<file path="config.mk">
export PLATFORM = sky130hd
export DESIGN_NAME = instr_prefetch_queue
export DESIGN_NICKNAME = d
export VERILOG_FILES = /design/src/rtl/ipq_pkg.sv /design/src/rtl/ipq_rst_sync.sv /design/src/rtl/ipq_fetch_ctrl.sv /design/src/rtl/ipq_occupancy.sv /design/src/rtl/ipq_byte_store.sv /design/src/rtl/instr_prefetch_queue.sv
export SDC_FILE = /design/constraint.sdc
export NUM_CORES = 1
export LEC_CHECK = 0
export ABC_AREA = 1
export BUFFER_PORTS_ARGS = -buffer_cell sky130_fd_sc_hd__buf_2
export CAP_MARGIN = 20
export CELL_PAD_IN_SITES_DETAIL_PLACEMENT = 1
export CELL_PAD_IN_SITES_GLOBAL_PLACEMENT = 2
export CORE_UTILIZATION = 33
export DETAILED_ROUTE_END_ITERATION = 10
export HOLD_SLACK_MARGIN = 0.08
export MAX_ROUTING_LAYER = met4
export PLACE_DENSITY = 0.85
export SLEW_MARGIN = 20
export SYNTH_ARGS = -nofsm -noshare
export SYNTH_HDL_FRONTEND = slang
export SYNTH_SLANG_ARGS = --single-unit
export TNS_END_PERCENT = 5
</file>
<file path="constraint.sdc">
create_clock -name clk -period 6.5 [get_ports clk]
set_input_delay 0.975 -clock clk [delete_from_list [all_inputs] [get_ports clk]]
set_output_delay 0.975 -clock clk [all_outputs]
set_load 0.1 [all_outputs]
</file>
<file path="src/rtl/ipq_pkg.sv">
package ipq_pkg;
  localparam int BYTE_W = 8;
  localparam int WORD_W = 16;
  typedef logic [BYTE_W-1:0] byte_t;
endpackage

</file>
<file path="src/rtl/ipq_rst_sync.sv">
module ipq_rst_sync (
  input  logic clk,
  input  logic rst_n,
  output logic rst_n_sync_o
);
  logic [1:0] sync_q;

  always_ff @(posedge clk or negedge rst_n) begin
    if (!rst_n) sync_q <= 2'b00;
    else        sync_q <= {sync_q[0], 1'b1};
  end

  assign rst_n_sync_o = sync_q[1];
endmodule

</file>
<file path="src/rtl/ipq_fetch_ctrl.sv">
module ipq_fetch_ctrl #(
  parameter int ADDR_W = 20
) (
  input  logic              clk,
  input  logic              rst_n,
  input  logic              flush_i,
  input  logic [ADDR_W-1:0] flush_addr_i,
  input  logic              push_i,
  output logic [ADDR_W-1:0] addr_o,
  output logic              odd_o
);
  logic [ADDR_W-1:0] addr_q, addr_d;
  logic              addr_en;

  always_comb begin
    addr_en = flush_i || push_i;
    if (flush_i)     addr_d = flush_addr_i;
    else if (addr_q[0]) addr_d = addr_q + ADDR_W'(1);
    else             addr_d = addr_q + ADDR_W'(2);
  end

  always_ff @(posedge clk or negedge rst_n) begin
    if (!rst_n)       addr_q <= '0;
    else if (addr_en) addr_q <= addr_d;
  end

  assign addr_o = addr_q;
  assign odd_o  = addr_q[0];
endmodule

</file>
<file path="src/rtl/ipq_occupancy.sv">
module ipq_occupancy #(
  parameter int DEPTH = 6,
  parameter int CNT_W = 3
) (
  input  logic             clk,
  input  logic             rst_n,
  input  logic             flush_i,
  input  logic             pop_i,
  input  logic [CNT_W-1:0] pop_cnt_i,
  input  logic             push_i,
  input  logic             push_odd_i,
  output logic [CNT_W-1:0] count_o,
  output logic [CNT_W-1:0] pop_amt_o,
  output logic             req_o
);
  localparam logic [CNT_W-1:0] REQ_LIMIT = CNT_W'(DEPTH - 2);

  logic [CNT_W-1:0] count_q, count_d, push_amt;
  logic             pop_ok, count_en;

  always_comb begin
    pop_ok    = pop_i && (pop_cnt_i != '0) && (pop_cnt_i <= count_q);
    pop_amt_o = pop_ok ? pop_cnt_i : '0;
    push_amt  = !push_i ? '0 : (push_odd_i ? CNT_W'(1) : CNT_W'(2));
    count_en  = flush_i || pop_ok || push_i;
    if (flush_i) count_d = '0;
    else         count_d = count_q - pop_amt_o + push_amt;
  end

  always_ff @(posedge clk or negedge rst_n) begin
    if (!rst_n)        count_q <= '0;
    else if (count_en) count_q <= count_d;
  end

  assign count_o = count_q;
  assign req_o   = (count_q <= REQ_LIMIT);
endmodule

</file>
<file path="src/rtl/ipq_byte_store.sv">
module ipq_byte_store
  import ipq_pkg::*;
#(
  parameter int DEPTH = 6,
  parameter int CNT_W = 3
) (
  input  logic                    clk,
  input  logic                    rst_n,
  input  logic                    flush_i,
  input  logic                    push_i,
  input  logic                    push_odd_i,
  input  logic [WORD_W-1:0]       word_i,
  input  logic [CNT_W-1:0]        count_i,
  input  logic [CNT_W-1:0]        pop_amt_i,
  output logic [DEPTH*BYTE_W-1:0] head_o
);
  byte_t            mem_q   [DEPTH];
  byte_t            mem_d   [DEPTH];
  byte_t            shift_s [DEPTH];
  logic [CNT_W-1:0] base;
  logic             write_en;

  always_comb begin
    base     = count_i - pop_amt_i;
    write_en = !flush_i && (push_i || (pop_amt_i != '0));
    for (int i = 0; i < DEPTH; i++) begin
      shift_s[i] = '0;
      for (int j = 0; j < DEPTH; j++) begin
        if (j == i + int'(pop_amt_i)) shift_s[i] = mem_q[j];
      end
    end
    for (int i = 0; i < DEPTH; i++) begin
      mem_d[i] = shift_s[i];
      if (push_i) begin
        if (i == int'(base))
          mem_d[i] = push_odd_i ? word_i[WORD_W-1:BYTE_W] : word_i[BYTE_W-1:0];
        else if (!push_odd_i && (i == int'(base) + 1))
          mem_d[i] = word_i[WORD_W-1:BYTE_W];
      end
    end
  end

  always_ff @(posedge clk or negedge rst_n) begin
    if (!rst_n) begin
      for (int i = 0; i < DEPTH; i++) mem_q[i] <= '0;
    end else if (write_en) begin
      for (int i = 0; i < DEPTH; i++) mem_q[i] <= mem_d[i];
    end
  end

  for (genvar g = 0; g < DEPTH; g++) begin : g_head
    assign head_o[g*BYTE_W +: BYTE_W] = mem_q[g];
  end
endmodule

</file>
<file path="src/rtl/instr_prefetch_queue.sv">
module instr_prefetch_queue
  import ipq_pkg::*;
#(
  parameter int DEPTH  = 6,
  parameter int ADDR_W = 20,
  localparam int CNT_W = $clog2(DEPTH + 1)
) (
  input  logic                    clk,
  input  logic                    rst_n,
  input  logic                    flush_i,
  input  logic [ADDR_W-1:0]       flush_addr_i,
  output logic                    fetch_req_o,
  output logic [ADDR_W-1:0]       fetch_addr_o,
  input  logic                    fetch_valid_i,
  input  logic [WORD_W-1:0]       fetch_data_i,
  output logic [DEPTH*BYTE_W-1:0] head_bytes_o,
  output logic [CNT_W-1:0]        count_o,
  input  logic                    pop_i,
  input  logic [CNT_W-1:0]        pop_cnt_i
);
  logic             rst_n_int;
  logic             push, push_odd, req;
  logic [CNT_W-1:0] count, pop_amt;

  assign push = fetch_valid_i && req && !flush_i;

  ipq_rst_sync u_rst (
    .clk          (clk),
    .rst_n        (rst_n),
    .rst_n_sync_o (rst_n_int)
  );

  ipq_fetch_ctrl #(.ADDR_W(ADDR_W)) u_fetch (
    .clk          (clk),
    .rst_n        (rst_n_int),
    .flush_i      (flush_i),
    .flush_addr_i (flush_addr_i),
    .push_i       (push),
    .addr_o       (fetch_addr_o),
    .odd_o        (push_odd)
  );

  ipq_occupancy #(.DEPTH(DEPTH), .CNT_W(CNT_W)) u_occ (
    .clk        (clk),
    .rst_n      (rst_n_int),
    .flush_i    (flush_i),
    .pop_i      (pop_i),
    .pop_cnt_i  (pop_cnt_i),
    .push_i     (push),
    .push_odd_i (push_odd),
    .count_o    (count),
    .pop_amt_o  (pop_amt),
    .req_o      (req)
  );

  ipq_byte_store #(.DEPTH(DEPTH), .CNT_W(CNT_W)) u_store (
    .clk        (clk),
    .rst_n      (rst_n_int),
    .flush_i    (flush_i),
    .push_i     (push),
    .push_odd_i (push_odd),
    .word_i     (fetch_data_i),
    .count_i    (count),
    .pop_amt_i  (pop_amt),
    .head_o     (head_bytes_o)
  );

  assign fetch_req_o = req;
  assign count_o     = count;
endmodule

</file>
# Yosys cells after proc, flatten, opt, wreduce, memory -nomap -nowiden
# Index checks and enable logic that the tools add are counted.
# Widths: inputs -> output; s select.
[totals]
register_bits = 73
input_bits = 44
out_inout_bits = 72
wordCells = 149
[op_classes]
add_sub_neg = 10
n_lt_le_gt_ge = 2
n_eq_ne = 40
n_mux = 61
n_reduce_logical = 27
[ops]
columns = ["cell", "count"]
rows = [
  ["$mux 8", 55],
  ["$eq 3x32->1 const A", 12],
  ["$eq 4x32->1 const A", 12],
  ["$logic_not 32->1", 7],
  ["$eq 2x32->1 const A", 6],
  ["$mux 20", 2],
  ["$eq 3x3->1 const A", 8],
  ["$add 20x1->20 const B", 1],
  ["$add 20x2->20 const B", 1],
  ["$logic_and 1x1->1", 11],
  ["$mux 3", 3],
  ["$add 2x3->4 const A", 2],
  ["$add 3x3->4 const A", 2],
  ["$eq 2x3->1 const A", 2],
  ["$reduce_bool 3->1", 2],
  ["$add 1x3->4 const A", 1],
  ["$add 3x1->4 const B", 1],
  ["$logic_or 1x1->1", 4],
  ["$add 3x3->3", 1],
  ["$le 3x3->1", 1],
  ["$le 3x3->1 const B", 1],
  ["$logic_not 3->1", 1],
  ["$sub 3x3->3", 1],
  ["$logic_not 1->1", 2],
  ["$mux 2", 1],
]

# Longest topological paths before layout
[depth]
ltp_word = 15
ltp_mapped = 26
mapped_depth_nobuf = 26

# Hierarchy
# From an unflattened synthesis, not the netlist that was laid out.
[unflattened]
cells_unflattened = 1260
area_unflattened_um2 = 7355.8
[by_module_without_submodules]
columns = ["module", "n_inst", "cells_per_inst", "area_each_um2", "seq_area_each_um2"]
rows = [
  ["ipq_byte_store", 1, 1017, 5520.3, 1201.2],
  ["ipq_fetch_ctrl", 1, 180, 1347.5, 500.5],
  ["ipq_occupancy", 1, 58, 424.2, 75.1],
  ["ipq_rst_sync", 1, 3, 53.8, 50.0],
  ["instr_prefetch_queue", 1, 2, 10.0, 0.0],
]

# Worst setup path before layout
# No wires, ideal clock.
[synth_timing]
path_type = "register to register"
startpoint = "register u_occ.count_q[2], in the netlist u_occ.count_o[2]"
endpoint = "register u_store.mem_q, in the netlist u_store.head_o[25]"
setup_time_ns = 0.063
t_arrival_ns = 4.477
required_time_ns = 6.437
path_slack_ns = 1.961
stages_incl_launch_ff = 26
path_buffers = 0
period_less_slack_ns = 4.539
cell_sequence = "dfrtp_1 inv_1 ha_1 a21oi_1 nand2_1 nand2_2 nand3_2 inv_1 ha_1 inv_1 fa_1 xor2_1 inv_1 nand2_2 nand2_8 ha_1 nand2_1 nor2_1 inv_1 o21ai_0 a21oi_1 nand2_1 inv_1 nand4_1 nand2_1 inv_1"
[synth_via]
elab_chain_len = 14
word_cells_on_any_way = 30
classes_between = "add/sub: 3; order compare: 2; eq/ne: 7; mux: 10; reduce/logical: 8"
[synth_lines]
columns = ["item", "line", "rtl"]
rows = [
  ["from (decl)", "ipq_occupancy.sv:18", "logic [CNT_W-1:0] count_q, count_d, push_amt;"],
  ["from (signal assigned)", "ipq_occupancy.sv:32", "else if (count_en) count_q <= count_d;"],
  ["$le 3x3->1", "ipq_occupancy.sv:22", "pop_ok = pop_i && (pop_cnt_i != '0) && (pop_cnt_i <= count_q);"],
  ["$logic_and 1x1->1", "ipq_occupancy.sv:22", ""],
  ["$mux 3", "ipq_occupancy.sv:23", "pop_amt_o = pop_ok ? pop_cnt_i : '0;"],
  ["$add 2x3->4", "ipq_byte_store.sv:29", "if (j == i + int'(pop_amt_i)) shift_s[i] = mem_q[j];"],
  ["$logic_not 32->1", "ipq_byte_store.sv:29", ""],
  ["$mux 8 (6 in series)", "ipq_byte_store.sv:29", ""],
  ["$mux 8", "ipq_byte_store.sv:37", "else if (!push_odd_i && (i == int'(base) + 1))"],
  ["$mux 8", "ipq_byte_store.sv:35", "if (i == int'(base))"],
  ["$mux 8", "ipq_byte_store.sv:34", "if (push_i) begin"],
  ["to (decl)", "ipq_byte_store.sv:17", "byte_t mem_q [DEPTH];"],
]
# Parallel ways exist; a longest one is shown, timed or not.
# A chain may end at the register's enable or synchronous reset.

# Worst setup path after layout
[layout_timing]
startpoint = "input port pop_cnt_i[2]"
endpoint = "register u_store.mem_q, in the netlist u_store.head_o[26]"
[layout_via]
elab_chain_len = 15
word_cells_on_any_way = 29
classes_between = "add/sub: 3; order compare: 1; eq/ne: 7; mux: 10; reduce/logical: 8"
[layout_lines]
columns = ["item", "line", "rtl"]
rows = [
  ["from (decl)", "instr_prefetch_queue.sv:19", "input logic [CNT_W-1:0] pop_cnt_i"],
  ["branches (longest 3 deep; another with $le 3x3->1)", "-", ""],
  ["$mux 3 (*)", "ipq_occupancy.sv:23", ""],
  ["$add 2x3->4", "ipq_byte_store.sv:29", ""],
  ["$logic_not 32->1", "ipq_byte_store.sv:29", ""],
  ["$mux 8 (6 in series)", "ipq_byte_store.sv:29", ""],
  ["$mux 8", "ipq_byte_store.sv:37", ""],
  ["$mux 8", "ipq_byte_store.sv:35", ""],
  ["$mux 8", "ipq_byte_store.sv:34", ""],
]
# Every way passes the cells marked *.

==> metrics.cfg <==
[status]
status = completed

[critical_path]
timing.rr.end = u_store.head_o[26]
worstPathArrival_ns = 5.11
reg2reg_from = u_occ.count_o[2]
start_kind = input pin
critPathBufInv = 7
reg2reg_depth = 25
critPathRequiredTime_ns = 6.80
ff2ff_setup_slack_ns = 1.94
worst-path-max-fanout = 9
crit_slowest_cell = nor2_1
critical_path_class = input pin to register
path_delay_family = simple AND/OR/NAND/NOR gates
critical_path.startpoint = pop_cnt_i[2]
cp-end-kind = register
crit_top_cell = inv_1
critical-path-max-stage-delay_ns = 0.48

[cts]
cts_buffer_depth = 2
cts_resized = 0
cts_tree = built
cts_sinks = 73
clk_latency_ns = 0.35
cts_htree_levels = 3
cts_setup_buffers = 0
clkSlewWorstSetupHoldPaths_ns = 0.06
root_buffer = clkbuf_16
cts_hold_buf = 0
cts_buffers = 9

[grt]
grt_pass1_wl_um = 49740
grt_usage = 0.3118
grt_antenna_before_repair = 0
grt_pass1_vias = 8299
grt_overflow_total = 0
grt_max_degree = 72

[power]
comb_power_share = 0.648
vdd_drop_max_mv = 0.2832
pwr-share-clk = 0.116
p_leak_nw = 4.041
power_switching_mw = 2.680
finalPower_mw = 4.066
switching_share = 0.6591
sequentialPowerShare = 0.236
intPower_mw = 1.386
powerDensity_nw_per_um2 = 503.6

[timing]
whs_ns = 0.2906
max-slew-margin-rel = 0.3791
setup_tns_ns = 0
fin_crit_ns = 4.812
worstMarginPinSlew_ns = 0.9304
setup_viol = 0
hold_viol_final = 0
clock_skew_ns = 0.006418
max_freq_ghz = 0.2078
rsz0062_at_grt = no
layout_worst_path_cycle_share = 0.7404
slew_viol_final = 0

[floorplanning]
ioPinCount = 116
die_area_um2 = 21760
die_width_um = 147.5
start_util = 0.3409
core_area_um2 = 20490
die_y_um = 147.5
rows = 52

[drt]
vias_per_cell = 5.536
drc = 0
post_drt_wl_per_cell_um = 21.23
drtPass1Iterations = 5
drt.antenna.violating_nets = 0
routed_wl_um = 32460
via_count = 8464
drt_iter0_drc = 513

[min_path]
hold_class = register to asynchronous set/reset pin

[cells_and_area]
final_cells = 1529
final_common_cell = nand2_1
fin_area_um2 = 8073
fillers = 2804
layout.nets = 1313
layout_common_cells = nand2_1, inv_1, buf_2, nor2_1, o21ai_0
drive_gt1_frac = 0.1438
syn_to_final_growth_pct = 15.54
antennaDiodeCount = 0

[synthesis]
synth_edf_count = 0
yosysTopAreaCellShare = 0.2615
syn_nets = 1217
ys.warnings.count = 0
synth_area_leader_cell = dfrtp_1
ys.flop_type = dfrtp_1
synth_area_leaders = dfrtp_1, nand2_1, inv_1
seq_area_frac_synth = 0.2615
synthArstFlopShare = 1.000
ys_ff_latch = 73
yosys.cell_types.count = 45
syn_inst = 1159
syn_avg_cell_area_um2 = 6.028
netlist_area_um2 = 6987

[placed_design]
routabilityCongestion = 0.9368
dp_hpwl_um = 25500
numPortBuffers = 115
post_dp_cell_area_um2 = 7789
place_inst = 1513

[job]
maxCapViolCount = 0

==> worst reg2reg max path: cells and delay by family, from the launching register on <==
family,cells,cell delay (ns)
AO/OA/AOI/OAI,3,0.47
AND/OR/NAND/NOR,10,1.38
buffers and inverters,7,0.76
flip-flops,1,0.38
XOR/XNOR,1,0.27
adder cells (fa/ha/maj),4,1.22
==> final cells by class <==
type                       instances  area [um2]  share of cell area
sequential                        73        1831              0.2268
tap                              270       337.8             0.04185
inverter                         131       494.2             0.06122
multi-input combinational        918        4506              0.5581
timing repair buffer             122       640.6             0.07936
clock buffer                      12       246.5             0.03053
clock inverter                     3       17.52            0.002170
==> layer usage <==
metal | up-vias | share of wire | track usage
met3 | 46 | 0.065 | 0.06265
li1 | 3997 | - | -
met2 | 252 | 0.45 | 0.4743
met1 | 4169 | 0.47 | 0.4182
met5 | - | 0 | -
met4 | 0 | 0.019 | 0.08763
==> cells in the mapped netlist, types with 8 or more instances <==
library cell  instances
buf_2                 8
ha_1                 12
nor2_1              106
a22oi_1               9
xor2_1               11
nand4_1              38
o21ai_0              85
inv_2                 8
dfrtp_1              73
o211ai_1             19
inv_1               121
nand2_2              11
a21oi_1              81
nand3b_1             11
nand2_1             390
clkbuf_1             24
o21ai_1              13
o22ai_1              17
nand3_1              66
==> through the flow <==
stage | utilization | setup slack [ns]
6_report | 0.3939 | 1.688
2_1_floorplan | - | 1.961
4_1_cts | 0.3929 | 1.787
3_5_place_dp | 0.3800 | 1.432
5_1_grt | 0.3939 | 1.363
3_3_place_gp | 0.3800 | 1.588
==> cells by family after synthesis <==
| family | synth area share |
|---|---|
| AND/OR/NAND/NOR | 0.4044 |
| adder cells (fa/ha/maj) | 0.02722 |
| buffers and inverters | 0.09474 |
| AO/OA/AOI/OAI | 0.1904 |
| XOR/XNOR | 0.02131 |
| flip-flops | 0.2615 |
| other | 0.0005367 |
==> state kept, by name, summed over array words and instances, names as in the netlist <==
register and cells:
u_rst.sync_q 2, u_store.head_o 48, u_occ.count_o 3, u_fetch.addr_o 20
==> power by group through the flow <==
stage               Sequential, mW  Clock [mW]  Combinational, mW
floorplan                     1.82           0               1.01
global placement             0.957           0               2.58
detailed placement           0.957           0               2.61
CTS                          0.951       0.480               2.62
global route                 0.975       0.496               2.81
finish                       0.961       0.471               2.63
==> worst max-delay path by stage <==
| stage | to | cells past startpoint |
|---|---|---|
| 3_3_place_gp | u_store.head_o[26] | 25 |
| 4_1_cts | u_store.head_o[25] | 25 |
| 3_5_place_dp | u_store.head_o[25] | 25 |
| 5_1_grt | u_store.head_o[29] | 25 |
| 2_1_floorplan | u_store.head_o[25] | 25 |
| 6_report | u_store.head_o[26] | 25 |
No activity file was read; power rests on OpenSTA's default activity.
